==> config.mk <==
export PLATFORM = sky130hd
export DESIGN_NAME = updn_strobe_counter
export DESIGN_NICKNAME = d
export VERILOG_FILES = /design/src/rtl/updn_cnt_pkg.sv /design/src/rtl/updn_sync_chain.sv /design/src/rtl/updn_strobe_edge.sv /design/src/rtl/updn_count_core.sv /design/src/rtl/updn_strobe_counter.sv
export SDC_FILE = /design/constraint.sdc
export NUM_CORES = 1
export LEC_CHECK = 0
export BUFFER_PORTS_ARGS = -buffer_cell sky130_fd_sc_hd__buf_2
export CAP_MARGIN = 20
export CORE_UTILIZATION = 40
export DETAILED_ROUTE_END_ITERATION = 8
export GPL_ROUTABILITY_DRIVEN = 0
export GPL_TIMING_DRIVEN = 0
export HOLD_SLACK_MARGIN = 0.12
export PLACE_DENSITY = 0.61
export SLEW_MARGIN = 20
export SYNTH_ARGS = -nofsm -noshare
export SYNTH_HDL_FRONTEND = slang
export SYNTH_SLANG_ARGS = --single-unit
==> constraint.sdc <==
create_clock -name clk -period 1.95 [get_ports clk]
set_input_delay 0.0975 -clock clk [delete_from_list [all_inputs] [get_ports clk]]
set_output_delay 0.0975 -clock clk [all_outputs]
set_load 0.005 [all_outputs]
==> src/rtl/updn_cnt_pkg.sv <==
// Package: shared step encoding for the dual-strobe counter.
// Assumes: nothing beyond IEEE 1800-2017.
package updn_cnt_pkg;

    // Decision taken for one system clock cycle.
    typedef enum logic [1:0] {
        STEP_HOLD = 2'd0,
        STEP_INC  = 2'd1,
        STEP_DEC  = 2'd2
    } step_e;

endpackage

==> src/rtl/updn_sync_chain.sv <==
// Module: multi-flop synchronizer for one asynchronous level.
// Assumes: STAGES >= 2; RST_VAL is the idle level of the input so that
// reset does not manufacture a transition.
module updn_sync_chain #(
    parameter int unsigned STAGES  = 2,
    parameter bit          RST_VAL = 1'b0
) (
    input  logic clk,
    input  logic rst_n,
    input  logic async_i,
    output logic sync_o
);

    logic [STAGES-1:0] stage_q;

    // First stage: capture the raw asynchronous level.
    always_ff @(posedge clk) begin
        if (!rst_n) stage_q[0] <= RST_VAL;
        else        stage_q[0] <= async_i;
    end

    genvar gi;
    generate
        for (gi = 1; gi < STAGES; gi++) begin : g_stage
            // Later stages: let a metastable sample settle.
            always_ff @(posedge clk) begin
                if (!rst_n) stage_q[gi] <= RST_VAL;
                else        stage_q[gi] <= stage_q[gi-1];
            end
        end
    endgenerate

    assign sync_o = stage_q[STAGES-1];

endmodule

==> src/rtl/updn_strobe_edge.sv <==
// Module: synchronizes one count strobe and flags its rising edge.
// Assumes: the strobe idles high, so every stage resets to 1.
module updn_strobe_edge #(
    parameter int unsigned STAGES = 2
) (
    input  logic clk,
    input  logic rst_n,
    input  logic strobe_i,
    output logic level_o,
    output logic rise_o
);

    logic prev_q;

    updn_sync_chain #(
        .STAGES  (STAGES),
        .RST_VAL (1'b1)
    ) u_chain (
        .clk     (clk),
        .rst_n   (rst_n),
        .async_i (strobe_i),
        .sync_o  (level_o)
    );

    // Keep the previous synchronized level for edge comparison.
    always_ff @(posedge clk) begin
        if (!rst_n) prev_q <= 1'b1;
        else        prev_q <= level_o;
    end

    assign rise_o = level_o & ~prev_q;

    // One strobe edge must never be seen as two back-to-back rises.
    assert_single_rise_R6: assert property (@(posedge clk) disable iff (!rst_n)
        rise_o |=> !rise_o);

endmodule

==> src/rtl/updn_count_core.sv <==
// Module: count register with clear, load, hold window and modulus logic.
// Assumes: clr/load_n are raw asynchronous controls that are held for at
// least one clock; hold_i is their synchronized OR that covers release.
module updn_count_core
    import updn_cnt_pkg::*;
#(
    parameter int unsigned CNT_W  = 4,
    parameter bit          DECADE = 1'b1
) (
    input  logic             clk,
    input  logic             rst_n,
    input  logic             clr,
    input  logic             load_n,
    input  logic [CNT_W-1:0] preset,
    input  logic             hold_i,
    input  logic             up_lvl,
    input  logic             up_rise,
    input  logic             dn_lvl,
    input  logic             dn_rise,
    output logic [CNT_W-1:0] count_q
);

    localparam logic [CNT_W-1:0] CNT_MAX = DECADE ? CNT_W'(9) : {CNT_W{1'b1}};

    step_e            step;
    logic [CNT_W-1:0] inc_val;
    logic [CNT_W-1:0] dec_val;

    // Pick the step: a lone rise while the other strobe rests high.
    always_comb begin
        step = STEP_HOLD;
        if (up_rise && !dn_rise && dn_lvl)      step = STEP_INC;
        else if (dn_rise && !up_rise && up_lvl) step = STEP_DEC;
    end

    // Next values with wrap; codes above the maximum fold back in one step.
    always_comb begin
        inc_val = (count_q >= CNT_MAX) ? '0 : count_q + 1'b1;
        dec_val = (count_q == '0 || count_q > CNT_MAX) ? CNT_MAX : count_q - 1'b1;
    end

    // Count register: reset, clear, load, release hold, then step.
    always_ff @(posedge clk) begin
        if (!rst_n)       count_q <= '0;
        else if (clr)     count_q <= '0;
        else if (!load_n) count_q <= preset;
        else if (hold_i)  count_q <= count_q;
        else begin
            case (step)
                STEP_INC: count_q <= inc_val;
                STEP_DEC: count_q <= dec_val;
                default:  count_q <= count_q;
            endcase
        end
    end

    // clear lands zero in the register.
    assert_clear_zero_R1: assert property (@(posedge clk) disable iff (!rst_n)
        clr |=> (count_q == '0));

    // load captures the preset seen at that edge.
    assert_load_preset_R2: assert property (@(posedge clk) disable iff (!rst_n)
        (!clr && !load_n) |=> (count_q == $past(preset)));

    // without a qualified edge or override, the count stays put.
    assert_hold_steady_R5: assert property (@(posedge clk) disable iff (!rst_n)
        (!clr && load_n && (hold_i || (up_rise && dn_rise) || (up_rise && !dn_lvl)
          || (dn_rise && !up_lvl) || (!up_rise && !dn_rise)))
        |=> $stable(count_q));

    // an out-of-range code is gone after one counted step.
    assert_illegal_recover_R9: assert property (@(posedge clk) disable iff (!rst_n)
        (!clr && load_n && !hold_i && step != STEP_HOLD && count_q > CNT_MAX)
        |=> (count_q <= CNT_MAX));

endmodule

==> src/rtl/updn_strobe_counter.sv <==
// Module: top of the dual-strobe presettable up/down counter.
// Assumes: strobes idle high and are asynchronous to clk; clr and load_n
// act combinationally on the output and are held for at least one clock.
module updn_strobe_counter #(
    parameter int unsigned CNT_W       = 4,
    parameter bit          DECADE      = 1'b1,
    parameter int unsigned SYNC_STAGES = 2
) (
    input  logic             clk,
    input  logic             rst_n,
    input  logic             clr,
    input  logic             load_n,
    input  logic [CNT_W-1:0] preset,
    input  logic             up_stb,
    input  logic             dn_stb,
    output logic [CNT_W-1:0] count,
    output logic             carry_n,
    output logic             borrow_n
);

    localparam logic [CNT_W-1:0] CNT_MAX = DECADE ? CNT_W'(9) : {CNT_W{1'b1}};

    logic             up_lvl, up_rise;
    logic             dn_lvl, dn_rise;
    logic             ovr_hold;
    logic [CNT_W-1:0] count_q;

    updn_strobe_edge #(.STAGES(SYNC_STAGES)) u_up_edge (
        .clk      (clk),
        .rst_n    (rst_n),
        .strobe_i (up_stb),
        .level_o  (up_lvl),
        .rise_o   (up_rise)
    );

    updn_strobe_edge #(.STAGES(SYNC_STAGES)) u_dn_edge (
        .clk      (clk),
        .rst_n    (rst_n),
        .strobe_i (dn_stb),
        .level_o  (dn_lvl),
        .rise_o   (dn_rise)
    );

    updn_sync_chain #(
        .STAGES  (SYNC_STAGES),
        .RST_VAL (1'b0)
    ) u_ovr_sync (
        .clk     (clk),
        .rst_n   (rst_n),
        .async_i (clr | ~load_n),
        .sync_o  (ovr_hold)
    );

    updn_count_core #(
        .CNT_W  (CNT_W),
        .DECADE (DECADE)
    ) u_core (
        .clk     (clk),
        .rst_n   (rst_n),
        .clr     (clr),
        .load_n  (load_n),
        .preset  (preset),
        .hold_i  (ovr_hold),
        .up_lvl  (up_lvl),
        .up_rise (up_rise),
        .dn_lvl  (dn_lvl),
        .dn_rise (dn_rise),
        .count_q (count_q)
    );

    // Output view: clear and load reach the pins without a clock.
    always_comb begin
        if (clr)          count = '0;
        else if (!load_n) count = preset;
        else              count = count_q;
    end

    // Terminal flags: low at the end of range during the strobe's low half.
    always_comb begin
        carry_n  = ~((count == CNT_MAX) && !up_lvl);
        borrow_n = ~((count == '0) && !dn_lvl);
    end

    // carry only falls at the maximum with the up strobe low.
    assert_carry_at_max_R7: assert property (@(posedge clk) disable iff (!rst_n)
        !carry_n |-> (count == CNT_MAX && !up_lvl));

    // borrow only falls at zero with the down strobe low.
    assert_borrow_at_zero_R8: assert property (@(posedge clk) disable iff (!rst_n)
        !borrow_n |-> (count == '0 && !dn_lvl));

endmodule

==> qor.csv, run 1 <==
metric;value;unit
status;finished clean;
final hold slack;0.1337;ns
Startpoint Class;flop;
CTS sink count;12;
Starting Density;42.90;%
Worst EP required;2.14;ns
skew final;0.008472;ns
setup violators final;0;
vias;721;
CTS Root Cell;clkbuf_4;
critical path class;flop to flop;
DR pass1 iterations;4;
commonest non-fill, non-tap cell in the layout;buf_2;
GRT Total Usage;19.17;%
worst r2r dst;u_core.count_q[2];
Port Buffers;15;
EDFF count, synth;0;
worst skew pair latency;0.28;ns
Compound-Gate Fraction of Synth Area;19.26;%
CTS Buffer Depth;2;
vias in the first global route;630;
Finished Cell Area;983.4;sq um
Final nets;128;
asr flop ratio synth;0;%
Hold Vio Cnt, Final;0;
largest family of logic cells by synthesized area;simple AND/OR/NAND/NOR gates;
leakage;0.0003904;uW
Syn Inst Count;87;
Max Fanout on Critical Path;7;
# IOs;16;
placed inst area;847.1;sq um
PwrDens;590.7;mW/mm^2
CP endpoint kind;flop;
Die Y;45.03;um
post-CTS setup repair buffer count;0;
Min Clock Period, post-route;1.783;ns
Primary FF master, synth;dfxtp_1;
simple-gate share of the synthesized area;32.77;%
Max Clock Freq;560.9;MHz
Tcrit/Tclk final;91.43;%
max-slew violations;0;
DP HPWL;1238;um
Vias/cell;5.225;
Reg2Reg Setup Slack;0.17;ns
share of cells above drive strength 1;27.43;%
DR DRC count;0;
synthesized area per cell;8.514;sq um
Area Overhead vs Synth;32.77;%
core area;0.001727;sq mm
sequential share of the synthesized area;32.43;%
Synth Area in XOR/XNOR;3.547;%
commonest cells after routing, fill and taps aside;16 x buf_2, 11 x nand2b_1, 10 x dfxtp_1, 7 x nand2_1, 7 x dlygate4sd3_1;
Hold/Removal Path Class;input port to flop;
Synth Warn #;0;
number of diodes;0;
Reg clk slew, reported paths;0.09;ns
die area;0.002028;sq mm
Syn Nets;101;
Rows;15;
Seq cells post-synth;12;
largest net degree at the start of global routing;11;
Reg-to-Reg Start;u_core.count_q[1];
mapped cell area;740.7;sq um
Iter 0 DRT Violations;19;
hold depth;3;
adder-cell share of the synthesized area;6.757;%
Total Routed Length;1748;um
mux cell area share after synthesis;0;%
Antenna Nets Post-Route;0;
non-filler instance count after layout;138;
Worst Path Arrival;1.97;ns
gr ovfl total;0;
TritonCTS clock tree;built;
RSZ-0062 raised after global routing;no;
placed instance count;127;
Sum Neg Setup Slack;0;ns
worst-margin pin slew;0.7287;ns
WHS Endpoint;u_core.count_q[2];
R2R cell count;6;
number of CTS-inserted buffers;3;
Max VDD drop;0.0003414;V
H-tree depth;1;
min-delay src;preset[2];
number of max-cap violations;0;
first-pass GRT wire length;2822;um
drt wl/cell;12.67;um
antenna violations before repair;0;
Pwr Total;580.9;uW
count of different cell masters after synthesis;36;
Slew headroom;51.05;%
chip width;45.03;um
[cell families (layout without fill, tap and decap cells)]
| kind of cell | count (synthesis) | after routing |
|---|---|---|
| AND/OR/NAND/NOR | 40 | 40 |
| AO/OA/AOI/OAI | 20 | 20 |
| flip-flops | 12 | 12 |
| buffers and inverters | 8 | 34 |
| adder cells (fa/ha/maj) | 4 | 4 |
| XOR/XNOR | 3 | 3 |
[report_power, final]
group	switching, uW	internal, uW
logic	54.5	57.1
clock network	92.3	114
registers	8.31	255
[cell usage after synthesis, drive strengths merged, types with 2 or more instances]
master  instances  area (sq um)
or3             2         12.51
nor2            6         22.52
xnor2           2         17.52
and4b           2         21.27
nand3           2         10.01
a311oi          2         17.52
ha              4         50.05
inv             5         18.77
o32ai           3         26.28
nand2           7         26.28
a211oi          2         15.01
buf             2         16.26
nand2b         11         68.82
nor3            2         10.01
dfxtp          12         240.2
a21oi           5         25.02
[worst max-delay path by stage]
| stage | from | end |
|---|---|---|
| after global routing | u_core.count_q[1] | u_core.count_q[1] |
| after detailed placement | u_core.count_q[1] | u_core.count_q[2] |
| final | u_core.count_q[1] | u_core.count_q[2] |
| after floorplan | u_core.count_q[1] | u_core.count_q[2] |
| after global placement | u_core.count_q[1] | u_core.count_q[2] |
| after CTS | u_core.count_q[0] | u_core.count_q[2] |
[what timing repair did]
action | in CTS | in global routing
resized for setup | 1 | 7
pin swaps | 0 | 2
gates cloned | 0 | 0
hold endpoints to repair | 8 | 0
setup endpoints to repair | 1 | 2
hold buffers | 7 | 0
[worst max-delay path, stage by stage (launching register included)]
cell,delay (ns)
dfxtp_4,0.40
inv_1,0.12
ha_2,0.21
or3b_4,0.40
a211oi_2,0.22
a311oi_1,0.08
o32ai_1,0.26
[metrics by stage]
stage	utilization, %	setup WS [ns]
floorplan	-	0.2702
global placement	49.06	0.01378
detailed placement	49.06	-0.002774
CTS	55.29	0.06129
global route	56.96	0.03010
finish	56.96	0.1670
[sequential cells by signal, indices dropped and copies added (netlist names)]
name and count:
u_core.count_q 4, u_dn_edge.prev_q 1, u_dn_edge.u_chain.stage_q 1, u_dn_edge.u_chain.sync_o 1, u_ovr_sync.stage_q 1, u_ovr_sync.sync_o 1, u_up_edge.prev_q 1, u_up_edge.u_chain.stage_q 1
u_up_edge.u_chain.sync_o 1
[metal layers]
layer | track usage, % | wire length [um] | vias to the layer above
met3 | 2.800 | 74 | 4
li1 | - | - | 368
met1 | 27.41 | 866 | 326
met2 | 28.12 | 783 | 23
met5 | 0 | 0 | -
met4 | 9.091 | 25 | 0
[layout make-up]
type	count	area, sq um
Fill cell	167	743.2
Inverter	5	18.77
Clock buffer	4	36.28
Multi-Input combinational cell	67	486.7
Timing Repair Buffer	22	145.1
Sequential cell	12	245.2
Tap cell	25	31.28
Buffer	3	20.02
(Power assumes the default switching activity.)
==> run 2, diff against run 1 <==
Settings changed: PLACE_DENSITY 0.61 to unset, PLACE_DENSITY_LB_ADDON set to 0.2.
==> run 2 against run 1 <==
Net effect:
- sequential share of layout area rose by 0.43 points
- global-route usage down 0.20 points
- critical path depth unchanged
- worst setup slack worse by 0.079 ns
- worst hold slack worse by 0.021 ns
- clock power is 2% lower
- non-clock buffer count decreased by 1
- routed wire length is 3.4% lower
- first-iteration DRC count up 79%
- critical path type unchanged
- highest routed layer unchanged
==> qor.csv, run 2 (same netlist as run 1, synthesis figures left out) <==
metric;value;unit
number of diodes;0;
leakage;0.0003835;uW
vias in the first global route;638;
post-CTS setup repair buffer count;0;
Hold Vio Cnt, Final;0;
Total Routed Length;1689;um
Slowest-stage cell, CP;or3b_4;
GRT Total Usage;18.96;%
Startpoint Class;flop;
crit-path cells;inv_1, ha_2, or3b_4, a211oi_1, a311oi_1, o32ai_1;
Iter 0 DRT Violations;34;
core area;0.001727;sq mm
Hold/Removal Path Class;input port to flop;
WP buf/inv;1;
Vias/cell;5.270;
Area Overhead vs Synth;28.55;%
status;finished clean;
Starting Density;42.90;%
skew final;0.006787;ns
CTS Root Cell;clkbuf_4;
placed inst area;847.1;sq um
number of max-cap violations;0;
vias;722;
Filler cells;171;
Max VDD drop;0.0003957;V
CP endpoint kind;flop;
Crit path max-delay family;compound AO/OA/AOI/OAI gates;
Largest Register;u_core.count_q;
Sum Neg Setup Slack;0;ns
setup violators final;0;
critical path class;flop to flop;
PwrDens;599.9;mW/mm^2
worst-margin pin slew;0.7031;ns
Worst EP required;2.14;ns
Port Buffers;15;
DR pass1 iterations;4;
DP HPWL;1201;um
Min Clock Period, post-route;1.862;ns
Max Fanout on Critical Path;8;
CTS Buffer Depth;2;
Pwr Total;571.2;uW
die area;0.002028;sq mm
first-pass GRT wire length;2753;um
Max Clock Freq;537.1;MHz
RSZ-0062 raised after global routing;no;
Antenna Nets Post-Route;0;
largest net degree at the start of global routing;11;
H-tree depth;1;
commonest cells after routing, fill and taps aside;16 x buf_2, 11 x nand2b_1, 11 x dfxtp_1, 7 x nand2_1;
# IOs;16;
max-slew violations;0;
DR DRC count;0;
antenna violations before repair;0;
worst skew pair latency;0.28;ns
number of CTS-inserted buffers;3;
Worst Path Arrival;2.05;ns
share of cells above drive strength 1;25.00;%
post-route setup slack;0.08831;ns
chip width;45.03;um
Die Y;45.03;um
gr ovfl total;0;
dpl ws;0.02162;ns
number of flip-flops in the largest register;4;
drt wl/cell;12.33;um
Finished Cell Area;952.2;sq um
Slew headroom;52.77;%
CTS sink count;12;
commonest non-fill, non-tap cell in the layout;buf_2;
TritonCTS clock tree;built;
Rows;15;
Reg clk slew, reported paths;0.08;ns
Critical Path Max Stage Delay;0.41;ns
Tcrit/Tclk final;95.47;%
final hold slack;0.1131;ns
Final nets;127;
-- run 2: cell types whose count changed in the layout (fill, tap and decap cells not counted) --
cell and change:
a211oi_1 +1, a211oi_2 -1, dfxtp_1 +1, dfxtp_4 -1, dlygate4sd3_1 -1, ha_1 +1, ha_4 -1
-- run 2: timing repair --
action                     4_1_cts  5_1_grt
resized for setup                1        2
hold buffers                     6        0
setup endpoints to repair        1        1
hold endpoints to repair         7        0
-- run 2: power breakdown --
part	internal (uW)	switching (uW)
registers	256	8.01
clock network	114	87.4
logic	53.8	52.5
-- run 2: final cells by class --
cell class / instances / area [sq um] / area share [%]
well taps: 25 / 31.28 / 3.285
multi-input cells: 67 / 469.2 / 49.28
repair buffers: 21 / 135.1 / 14.19
clock buffers: 4 / 36.28 / 3.811
plain buffers: 3 / 20.02 / 2.102
flip-flops and latches: 12 / 241.5 / 25.36
inverters: 5 / 18.77 / 1.971
-- run 2: path summary, 6_finish.rpt --
path	cells after the start	from	end	slack, ns
hold / removal	3	preset[1]	u_core.count_q[1]	0.11
hold reg to reg	1	u_up_edge.u_chain.stage_q[0]	u_up_edge.u_chain.sync_o	0.41
setup reg to reg	6	u_core.count_q[0]	u_core.count_q[1]	0.09
setup / recovery	6	u_core.count_q[0]	u_core.count_q[1]	0.09
-- run 2: worst min-delay path: stages --
cell      delay (ns)
buf_2           0.10
nand2b_1        0.08
o32ai_1         0.07
-- run 2: metrics by stage --
step | util (%) | instances
2_1_floorplan | - | 87
3_3_place_gp | 49.06 | 127
3_5_place_dp | 49.06 | 127
4_1_cts | 54.71 | 137
5_1_grt | 55.14 | 137
6_report | 55.14 | 137
-- run 2: per-layer routing --
layer	vias up	share of wire (%)	global-route usage, %
li1	367	-	-
met1	328	49	25.37
met2	23	45	29.57
met3	4	4.6	2.400
met4	0	1.7	10.30
met5	-	0	0
==> run 3, diff against run 2 <==
==> constraint.sdc (replaced) <==
create_clock -name clk -period 1.95 [get_ports clk]
set_input_delay 0.39 -clock clk [delete_from_list [all_inputs] [get_ports clk]]
set_output_delay 0.39 -clock clk [all_outputs]
set_load 0.005 [all_outputs]
==> run 3 against run 2 <==
Net effect:
- routed wire length fell by 0.83%
- highest routed layer unchanged
- critical path type is now flop to primary output
- design area fell by 3.7%
- via count fell by 1.4%
- largest cell class unchanged
- core utilization fell by 2.0 points
- worst setup slack got worse by 0.068 ns
- sequential cell count did not move
==> qor.csv, run 3 (same netlist as run 1, synthesis figures left out) <==
metric;value;unit
global route hottest layer;met2;
Combinational Power Share;18.1;%
worst skew pair latency;0.27;ns
DR DRC count;0;
commonest cells after routing, fill and taps aside;15 x buf_2, 11 x nand2b_1, 10 x dfxtp_1, 7 x nand2_1, 5 x nor2_1;
core area;0.001727;sq mm
Die Y;45.03;um
R2R cell count;6;
post-route setup slack;0.02012;ns
GR Util met2;27.54;%
chip width;45.03;um
Final nets;122;
Max Clock Freq;518.2;MHz
met1 Usage GRT;25.12;%
status;finished clean;
DR pass1 iterations;4;
Starting Density;42.90;%
Total Routed Length;1675;um
first-pass GRT wire length;2670;um
setup violators final;0;
drt wl/cell;12.69;um
skew final;0.005807;ns
Worst EP required;1.56;ns
critical path class;flop to primary output;
commonest non-fill, non-tap cell in the layout;buf_2;
antenna violations before repair;0;
vias in the first global route;613;
number of flip-flops in the largest register;4;
sequential share of power;46.8;%
non-filler instance count after layout;132;
largest net degree at the start of global routing;11;
Max Fanout on Critical Path;10;
Slew headroom;53.70;%
number of diodes;0;
max-slew violations;0;
Antenna Nets Post-Route;0;
placed instance count;127;
share of cells above drive strength 1;31.78;%
worst-margin pin slew;0.6893;ns
gr ovfl total;0;
CP endpoint kind;primary output;
GRT Total Usage;18.30;%
met3 Usage GRT;2.400;%
Max VDD drop;0.0003791;V
DP HPWL;1201;um
dpl ws;-0.0001094;ns
# IOs;16;
PwrDens;616.2;mW/mm^2
vias;712;
Worst Path Arrival;1.54;ns
internal power;419.2;uW
Reg clk slew, reported paths;0.08;ns
CTS Buffer Depth;2;
Clock Power Share;35.1;%
die area;0.002028;sq mm
Startpoint Class;flop;
Min Clock Period, post-route;1.930;ns
Switching Fraction;25.82;%
TritonCTS clock tree;built;
hold depth;2;
CTS Root Cell;clkbuf_4;
RSZ-0062 raised after global routing;yes;
Iter 0 DRT Violations;31;
CTS sink count;12;
leakage;0.0003715;uW
Hold Vio Cnt, Final;0;
Area Overhead vs Synth;23.82;%
Vias/cell;5.394;
switching pwr;145.9;uW
Port Buffers;15;
Hold/Removal Path Class;input port to flop;
Rows;15;
number of CTS-inserted buffers;3;
placed inst area;847.1;sq um
number of max-cap violations;0;
Tcrit/Tclk final;98.97;%
H-tree depth;1;
Largest Register;u_core.count_q;
Finished Cell Area;917.1;sq um
==> run 3: cell count changes in the layout (fill, tap and decap cells not counted) <==
cell           change
dlygate4sd3_1      -6
buf_4              +2
a21oi_1            -1
a21oi_2            +1
buf_2              -1
buf_6              +1
clkbuf_1           -1
dfxtp_1            -1
dfxtp_2            +1
inv_1              -1
inv_2              +1
nor2_1             -1
nor2_2             +1
==> run 3: layout make-up <==
cell class / count / area, sq um
Buffer: 3 / 30.03
Clock buffer: 4 / 36.28
Fill cell: 167 / 809.5
Inverter: 5 / 18.77
Multi-Input combinational cell: 67 / 475.5
Sequential cell: 12 / 242.7
Tap cell: 25 / 31.28
Timing Repair Buffer: 16 / 82.58
==> run 3: worst paths after layout <==
| kind | startpoint | endpoint | slack, ns |
|---|---|---|---|
| worst max-delay path | u_core.count_q[3] | carry_n | 0.02 |
| worst max register to register | u_core.count_q[0] | u_core.count_q[1] | 0.15 |
| worst min-delay path | up_stb | u_up_edge.u_chain.stage_q[0] | 0.30 |
| worst min register to register | u_up_edge.u_chain.stage_q[0] | u_up_edge.u_chain.sync_o | 0.41 |
==> run 3: per-layer routing <==
metal,wire (um),vias to the layer above
met5,0,-
met4,26,0
met3,114,5
met2,743,34
met1,791,315
li1,-,358
==> run 3: power by group through the flow <==
stage	clock network, uW	logic [uW]	registers, uW
after CTS	197	96.6	264
after global placement	0	92.9	269
final	198	102	264
after global routing	210	113	266
after detailed placement	0	94.0	270
after floorplan	0	64.6	267
==> run 3: per-stage QoR <==
step / hold WS, ns / total power, uW / utilization [%] / setup TNS [ns]
3_3_place_gp: 0.3884 / 362.0 / 49.06 / -0.002046
6_report: 0.2952 / 565.1 / 53.12 / 0
3_5_place_dp: 0.3964 / 363.6 / 49.06 / -0.0001094
5_1_grt: 0.2836 / 588.7 / 53.12 / -0.005751
2_1_floorplan: 0.3863 / 331.4 / - / 0
4_1_cts: 0.2945 / 557.5 / 51.88 / 0
==> run 3: repair_timing <==
| action | 4_1_cts | 5_1_grt |
|---|---|---|
| buffers inserted | 0 | 1 |
| gates resized for setup | 5 | 8 |
| pin swaps | 0 | 2 |
| setup endpoints to repair | 2 | 2 |
| hold buffers | 0 | 0 |
| hold endpoints to repair | 0 | 0 |
==> run 3: worst max-delay path: stages, from the launching register on <==
cell and delay [ns]:
dfxtp_1 0.33, buf_6 0.13, nand2_1 0.07, a21oi_2 0.12
or4b_1 0.47, buf_2 0.15
